===== config.mk =====
export PLATFORM = sky130hd
export DESIGN_NAME = mbist_march_ctrl
export DESIGN_NICKNAME = d
export VERILOG_FILES = /design/src/rtl/mbist_pkg.sv /design/src/rtl/mbist_addr_gen.sv /design/src/rtl/mbist_seq.sv /design/src/rtl/mbist_cmp.sv /design/src/rtl/mbist_march_ctrl.sv
export SDC_FILE = /design/constraint.sdc
export NUM_CORES = 1
export LEC_CHECK = 0
export ABC_AREA = 0
export ABC_CLOCK_PERIOD_IN_PS = 2900
export CORE_MARGIN = 2
export CORE_UTILIZATION = 47
export DETAILED_ROUTE_END_ITERATION = 10
export DONT_BUFFER_PORTS = 1
export GPL_ROUTABILITY_DRIVEN = 1
export MAX_ROUTING_LAYER = met4
export PLACE_DENSITY = 0.7
export SYNTH_ARGS = -nofsm -noshare
export SYNTH_HDL_FRONTEND = slang
export SYNTH_SLANG_ARGS = --single-unit

===== constraint.sdc =====
create_clock -name clk -period 2.9 [get_ports clk]
set_clock_uncertainty 0.2 [all_clocks]
set_input_delay 0.87 -clock clk [delete_from_list [all_inputs] [get_ports clk]]
set_output_delay 0.87 -clock clk [all_outputs]
set_load 0.01 [all_outputs]

===== src/rtl/mbist_pkg.sv =====
package mbist_pkg;

  localparam int unsigned NUM_ELEM = 6;
  localparam int unsigned ELEM_W   = 3;
  localparam int unsigned OPI_W    = 2;
  localparam logic [ELEM_W-1:0] LAST_ELEM = ELEM_W'(NUM_ELEM - 1);

  typedef enum logic [1:0] {
    ST_IDLE,
    ST_RUN,
    ST_DRAIN,
    ST_DONE
  } seq_state_e;

  typedef struct packed {
    logic wr;   // 1: write, 0: read
    logic val;  // value written, or value expected on read
  } march_op_t;

  // Elements 3 and 4 walk the address space downward.
  function automatic logic elem_is_down(input logic [ELEM_W-1:0] e);
    return (e == 3'd3) || (e == 3'd4);
  endfunction

  // Number of operations per address for an element.
  function automatic logic [OPI_W-1:0] elem_len(input logic [ELEM_W-1:0] e,
                                                input logic ext);
    case (e)
      3'd0, 3'd5: return 2'd1;
      3'd1:       return ext ? 2'd3 : 2'd2;
      default:    return 2'd2;
    endcase
  endfunction

  // Operation i of element e.
  function automatic march_op_t elem_op(input logic [ELEM_W-1:0] e,
                                        input logic [OPI_W-1:0]  i);
    march_op_t o;
    o.wr  = 1'b0;
    o.val = 1'b0;
    case (e)
      3'd0: o.wr = 1'b1;
      3'd5: o.wr = 1'b0;
      default: begin
        case (i)
          2'd0: begin o.wr = 1'b0; o.val = ~e[0]; end
          2'd1: begin o.wr = 1'b1; o.val =  e[0]; end
          default: begin o.wr = 1'b0; o.val = 1'b1; end
        endcase
      end
    endcase
    return o;
  endfunction

endpackage


===== src/rtl/mbist_addr_gen.sv =====
module mbist_addr_gen #(
  parameter int unsigned DEPTH = 16,
  localparam int unsigned AW = $clog2(DEPTH)
) (
  input  logic          clk,
  input  logic          rst_n,
  input  logic          load_i,
  input  logic          load_down_i,
  input  logic          step_i,
  input  logic          down_i,
  output logic [AW-1:0] addr_o,
  output logic          at_end_o
);

  localparam logic [AW-1:0] TOP_ADDR = AW'(DEPTH - 1);

  logic [AW-1:0] addr_q;

  always_ff @(posedge clk or negedge rst_n) begin
    if (!rst_n)       addr_q <= '0;
    else if (load_i)  addr_q <= load_down_i ? TOP_ADDR : '0;
    else if (step_i)  addr_q <= down_i ? addr_q - AW'(1) : addr_q + AW'(1);
  end

  assign addr_o   = addr_q;
  assign at_end_o = down_i ? (addr_q == '0) : (addr_q == TOP_ADDR);

endmodule


===== src/rtl/mbist_seq.sv =====
module mbist_seq
  import mbist_pkg::*;
(
  input  logic              clk,
  input  logic              rst_n,
  input  logic              start_i,
  input  logic              ext_i,
  input  logic              at_end_i,
  output seq_state_e        state_o,
  output logic [ELEM_W-1:0] elem_o,
  output logic [OPI_W-1:0]  opi_o,
  output march_op_t         op_o,
  output logic              issue_o,
  output logic              start_acc_o,
  output logic              addr_load_o,
  output logic              addr_load_down_o,
  output logic              addr_step_o
);

  seq_state_e        st_q;
  logic [ELEM_W-1:0] elem_q;
  logic [OPI_W-1:0]  opi_q;
  logic              ext_q;

  logic              last_op;
  logic [ELEM_W-1:0] nxt_elem;

  assign start_acc_o = (st_q == ST_IDLE) && start_i;
  assign issue_o     = (st_q == ST_RUN);
  assign last_op     = (opi_q == (elem_len(elem_q, ext_q) - 2'd1));
  assign nxt_elem    = elem_q + ELEM_W'(1);

  always_comb begin
    addr_load_o      = 1'b0;
    addr_load_down_o = 1'b0;
    addr_step_o      = 1'b0;
    if (start_acc_o) begin
      addr_load_o = 1'b1;
    end else if (issue_o && last_op) begin
      if (at_end_i) begin
        if (elem_q != LAST_ELEM) begin
          addr_load_o      = 1'b1;
          addr_load_down_o = elem_is_down(nxt_elem);
        end
      end else begin
        addr_step_o = 1'b1;
      end
    end
  end

  always_ff @(posedge clk or negedge rst_n) begin
    if (!rst_n) begin
      st_q   <= ST_IDLE;
      elem_q <= '0;
      opi_q  <= '0;
      ext_q  <= 1'b0;
    end else begin
      unique case (st_q)
        ST_IDLE: begin
          if (start_i) begin
            st_q   <= ST_RUN;
            elem_q <= '0;
            opi_q  <= '0;
            ext_q  <= ext_i;
          end
        end
        ST_RUN: begin
          if (last_op) begin
            opi_q <= '0;
            if (at_end_i) begin
              if (elem_q == LAST_ELEM) st_q   <= ST_DRAIN;
              else                     elem_q <= nxt_elem;
            end
          end else begin
            opi_q <= opi_q + OPI_W'(1);
          end
        end
        ST_DRAIN: st_q <= ST_DONE;
        default:  st_q <= ST_IDLE;
      endcase
    end
  end

  assign state_o = st_q;
  assign elem_o  = elem_q;
  assign opi_o   = opi_q;
  assign op_o    = elem_op(elem_q, opi_q);

endmodule


===== src/rtl/mbist_cmp.sv =====
module mbist_cmp
  import mbist_pkg::*;
#(
  parameter int unsigned DEPTH = 16,
  localparam int unsigned AW = $clog2(DEPTH)
) (
  input  logic              clk,
  input  logic              rst_n,
  input  logic              clear_i,
  input  logic              rd_issue_i,
  input  logic              exp_i,
  input  logic [AW-1:0]     addr_i,
  input  logic [ELEM_W-1:0] elem_i,
  input  logic [OPI_W-1:0]  opi_i,
  input  logic              rdata_i,
  output logic              mismatch_o,
  output logic              fail_o,
  output logic [AW-1:0]     fail_addr_o,
  output logic [ELEM_W-1:0] fail_elem_o,
  output logic [OPI_W-1:0]  fail_opi_o
);

  // Stage 1: context of the read in flight
  logic              pend_q;
  logic              exp_q;
  logic [AW-1:0]     addr_q;
  logic [ELEM_W-1:0] elem_q;
  logic [OPI_W-1:0]  opi_q;

  always_ff @(posedge clk or negedge rst_n) begin
    if (!rst_n) begin
      pend_q <= 1'b0;
      exp_q  <= 1'b0;
      addr_q <= '0;
      elem_q <= '0;
      opi_q  <= '0;
    end else begin
      pend_q <= rd_issue_i;
      if (rd_issue_i) begin
        exp_q  <= exp_i;
        addr_q <= addr_i;
        elem_q <= elem_i;
        opi_q  <= opi_i;
      end
    end
  end

  assign mismatch_o = pend_q && (rdata_i != exp_q);

  // Stage 2: first-failure capture
  logic              fail_q;
  logic [AW-1:0]     faddr_q;
  logic [ELEM_W-1:0] felem_q;
  logic [OPI_W-1:0]  fopi_q;

  always_ff @(posedge clk or negedge rst_n) begin
    if (!rst_n) begin
      fail_q  <= 1'b0;
      faddr_q <= '0;
      felem_q <= '0;
      fopi_q  <= '0;
    end else if (clear_i) begin
      fail_q  <= 1'b0;
      faddr_q <= '0;
      felem_q <= '0;
      fopi_q  <= '0;
    end else if (mismatch_o && !fail_q) begin
      fail_q  <= 1'b1;
      faddr_q <= addr_q;
      felem_q <= elem_q;
      fopi_q  <= opi_q;
    end
  end

  assign fail_o      = fail_q;
  assign fail_addr_o = faddr_q;
  assign fail_elem_o = felem_q;
  assign fail_opi_o  = fopi_q;

endmodule


===== src/rtl/mbist_march_ctrl.sv =====
module mbist_march_ctrl
  import mbist_pkg::*;
#(
  parameter int unsigned DEPTH = 16,
  localparam int unsigned AW = $clog2(DEPTH)
) (
  input  logic          clk,
  input  logic          rst_n,
  input  logic          start_i,
  input  logic          ext_mode_i,
  output logic [AW-1:0] mem_addr_o,
  output logic          mem_we_o,
  output logic          mem_wdata_o,
  output logic          mem_re_o,
  input  logic          mem_rdata_i,
  output logic          busy_o,
  output logic          done_o,
  output logic          fail_o,
  output logic [AW-1:0] fail_addr_o,
  output logic [2:0]    fail_elem_o,
  output logic [1:0]    fail_op_o
);

  // Named internal events, also observed by the bound checker
  seq_state_e        seq_state;
  logic [ELEM_W-1:0] cur_elem;
  logic [OPI_W-1:0]  cur_op;
  march_op_t         cur_cmd;
  logic              issue;
  logic              start_acc;
  logic              addr_load;
  logic              addr_load_down;
  logic              addr_step;
  logic              addr_at_end;
  logic              cmp_mismatch;
  logic [AW-1:0]     addr;

  mbist_seq u_seq (
    .clk              (clk),
    .rst_n            (rst_n),
    .start_i          (start_i),
    .ext_i            (ext_mode_i),
    .at_end_i         (addr_at_end),
    .state_o          (seq_state),
    .elem_o           (cur_elem),
    .opi_o            (cur_op),
    .op_o             (cur_cmd),
    .issue_o          (issue),
    .start_acc_o      (start_acc),
    .addr_load_o      (addr_load),
    .addr_load_down_o (addr_load_down),
    .addr_step_o      (addr_step)
  );

  mbist_addr_gen #(.DEPTH(DEPTH)) u_addr (
    .clk         (clk),
    .rst_n       (rst_n),
    .load_i      (addr_load),
    .load_down_i (addr_load_down),
    .step_i      (addr_step),
    .down_i      (elem_is_down(cur_elem)),
    .addr_o      (addr),
    .at_end_o    (addr_at_end)
  );

  mbist_cmp #(.DEPTH(DEPTH)) u_cmp (
    .clk         (clk),
    .rst_n       (rst_n),
    .clear_i     (start_acc),
    .rd_issue_i  (mem_re_o),
    .exp_i       (cur_cmd.val),
    .addr_i      (addr),
    .elem_i      (cur_elem),
    .opi_i       (cur_op),
    .rdata_i     (mem_rdata_i),
    .mismatch_o  (cmp_mismatch),
    .fail_o      (fail_o),
    .fail_addr_o (fail_addr_o),
    .fail_elem_o (fail_elem_o),
    .fail_opi_o  (fail_op_o)
  );

  assign mem_addr_o  = addr;
  assign mem_we_o    = issue &&  cur_cmd.wr;
  assign mem_re_o    = issue && !cur_cmd.wr;
  assign mem_wdata_o = issue &&  cur_cmd.val;
  assign busy_o      = (seq_state == ST_RUN) || (seq_state == ST_DRAIN);
  assign done_o      = (seq_state == ST_DONE);

endmodule


==> results.toml <==
[outcome]
status = "finished clean"

[route]
drt-vias-per-instance = 5.70
initialDrtViolationCount = 130
route.detailed.drc = 0
vias = 1272
detail_route.wl_per_cell_um = 15.6
route.antenna.remaining_nets = 0
number_of_detailed_route_iterations_in_the_first_pass = 4
postRouteWirelength_mm = 3.47

[clocking]
tritoncts.num_buffers = 5
quantity_of_hold_fixing_buffers_added_after_cts = 0
clk_latency_ps = 280
cts_root_buffer = "sky130_fd_sc_hd__clkbuf_8"
max-clock-path-buffers = 2
path_clk_slew_ps = 70
cts_tree = "done"
htree_levels = 2
cts_sinks = 33

[grt]
grt_use_total_pct = 18.2
first_global_vias = 1318
grt_max_degree = 34
first_pass_grt_wire_length_mm = 5.95
overflow = 0
antenna_found_initial = 0

[yosys]
yosys_register_bits = 33
syn-instance-count = 170
count_of_flip_flops_with_a_built_in_enable_after_synthesis = 0
synthFlopType = "sky130_fd_sc_hd__dfrtp_1"
yosysSeqAreaShare_pct = 44.8
synth.yosys.warnings = 0
postSynthAreaPerCell_um2 = 10.8
syn_nets = 187
synth.distinct_cells = 43
synth-async-reset-ratio_pct = 100
synthesis.area_um2 = 1840

[timing]
max_slew_margin_pct = 57.1
setup_viol = 0
setup-tns-final_ps = 0
slew_viol_final = 0
fmax_mhz = 356
final_min_period_over_clock_period_pct = 96.9
timing_hold_violations_final = 0
worst_slew_pin_slew_ps = 644
final_period_minus_worst_setup_slack_ps = 2810

[cells_and_area]
drive_above_1_share_pct = 22.3
fillers = 346
post_layout_nets = 191
final_cell_area_um2 = 1990
syn_to_final_growth_pct = 8.22
sequential_cell_area_um2 = 827
area_of_the_multi_input_gates_um2 = 948
antennaDiodeCount = 0

[critical_path]
critPathLaunchType = "flop"
cpMostUsedCell = "sky130_fd_sc_hd__inv_1"
critical_path.max_stage_delay_ps = 420
critPathCaptureType = "output port"
critPathRequiredTime_ps = 1830
cell_breakdown_of_the_critical_path = "inv_1 > ha_1 > nor2_1 > a21oi_1 > or2_2 > inv_1"
worstPathMaxFanout = 7
critical_path_class = "flop to output port"
cp_slowest_cell = "sky130_fd_sc_hd__dfrtp_2"
crit_arrival_ps = 1740

[power]
power_per_cell_area_nw_per_um2 = 408
report.power.total_uw = 812
leakage_power_total_uw = 0.000979
worst_ir_drop_vdd_uv = 254

[placed_design]
dp.final_hpwl_mm = 2.61
place.port_buffers = 0
placed_area_um2 = 1890
gpl.final_weighted_congestion = 0.874

[job]
drv_cap = 0

[floorplanning]
die_w_um = 66.6
ios = 24
core-area_um2 = 3720
die-area_um2 = 4440
fp.dieH_um = 66.6
initial_utilization_pct = 49.6
fp_rows = 22

[worst_hold_path]
hp-class = "input port to asynchronous set/reset pin"
[stage by stage]
step	utilization, %	hold slack, ps	cells	setup slack, ps
floorplan	-	279	170	225
global placement	50.9	293	214	277
detailed placement	50.9	304	214	107
CTS	53.1	69.4	222	22.2
global route	53.6	66.8	223	-2.45
finish	53.6	79.5	223	89.3
[where the power goes]
part	total (uW)	internal, uW	switching (uW)
Sequential	478	468	9.32
Clock	326	166	160
Combinational	8.49	4.36	4.13
[routing by layer]
metal  GRT usage, %  vias up  routed length (um)
met1           21.2      629                1490
li1               -      610                   -
met2           29.9       29                1790
met5              -        -                   0
met3           4.39        4                 159
met4           8.16        0                  36
[worst max-delay path, delay by kind of cell (launching register included)]
kind	cells	cell delay (ps)
compound gates	1	70
fa+ha+maj	1	260
buf+inv	2	230
flops	1	420
simple gates	2	490
[cell usage after synthesis, drive strengths merged, types with 2 or more instances]
cell	count	share of area [%]
nand2	10	2.0
mux2i	11	6.0
a21oi	7	1.9
a31oi	2	0.68
nand2b	3	1.0
xor2	2	0.95
ha	11	7.5
and2	4	1.4
inv	12	2.4
o21ai	4	1.5
or2	2	0.68
o221a	2	1.2
nor2	17	3.5
nand4	2	0.68
nor3	2	1.2
nand3	4	1.1
mux2	13	7.9
nand3b	3	1.9
dfrtp	33	45
clkbuf	6	1.2
a21o	2	0.81
[final timing paths]
| check | start | to | slack [ps] | cells after the start |
|---|---|---|---|---|
| max | u_seq.elem_o[0] | mem_re_o | 90 | 6 |
| min | rst_n | u_addr.addr_o[1] | 80 | 0 |
| max reg2reg | u_seq.elem_o[0] | u_addr.addr_o[3] | 190 | 11 |
| min reg2reg | u_cmp.opi_q[1] | u_cmp.opi_q[1] | 310 | 1 |
| max in group asynchronous | rst_n | u_seq.elem_o[0] | 2340 | 0 |
| min in group clk | u_cmp.opi_q[1] | u_cmp.opi_q[1] | 310 | 1 |
[final cells by class]
cell class,instances,share of cell area (%)
clock buffers,6,3.64
clock inverters,2,0.502
inverters,12,2.26
multi-input cells,118,47.6
flip-flops and latches,33,41.5
well taps,48,3.01
repair buffers,4,1.51
[kinds of logic after synthesis]
group	after synthesis	synth area share [%]
compound gates	27	11.5
mux	24	13.9
buf+inv	19	4.28
xor+xnor	3	1.43
flops	33	44.8
simple gates	52	15.5
fa+ha+maj	12	8.56
[flip-flops by register name, summed over array words and instances, names as in the netlist, 3 cells and up]
register / cells
u_addr.addr_o: 4
u_cmp.addr_q: 4
u_cmp.elem_q: 3
u_cmp.fail_addr_o: 4
u_cmp.fail_elem_o: 3
u_seq.elem_o: 3
[what timing repair did]
action / 4_1_cts / 5_1_grt
endpoints found under the setup margin: 0 / 3
resized for setup: 0 / 5
setup buffers: 0 / 1
endpoints found under the hold margin: 0 / 0
[layout by cell type, fill, tap and decap left out, types with 3 or more instances in the layout]
master,count
sky130_fd_sc_hd__a21oi_1,7
sky130_fd_sc_hd__nand2b_1,3
sky130_fd_sc_hd__clkbuf_8,5
sky130_fd_sc_hd__nand3_1,4
sky130_fd_sc_hd__and2_1,4
sky130_fd_sc_hd__nor2_1,17
sky130_fd_sc_hd__mux2i_1,10
sky130_fd_sc_hd__nand2_1,10
sky130_fd_sc_hd__mux2_2,12
sky130_fd_sc_hd__buf_4,4
sky130_fd_sc_hd__inv_1,11
sky130_fd_sc_hd__dfrtp_1,32
sky130_fd_sc_hd__ha_1,10
No activity file was read; power rests on OpenSTA's default activity.
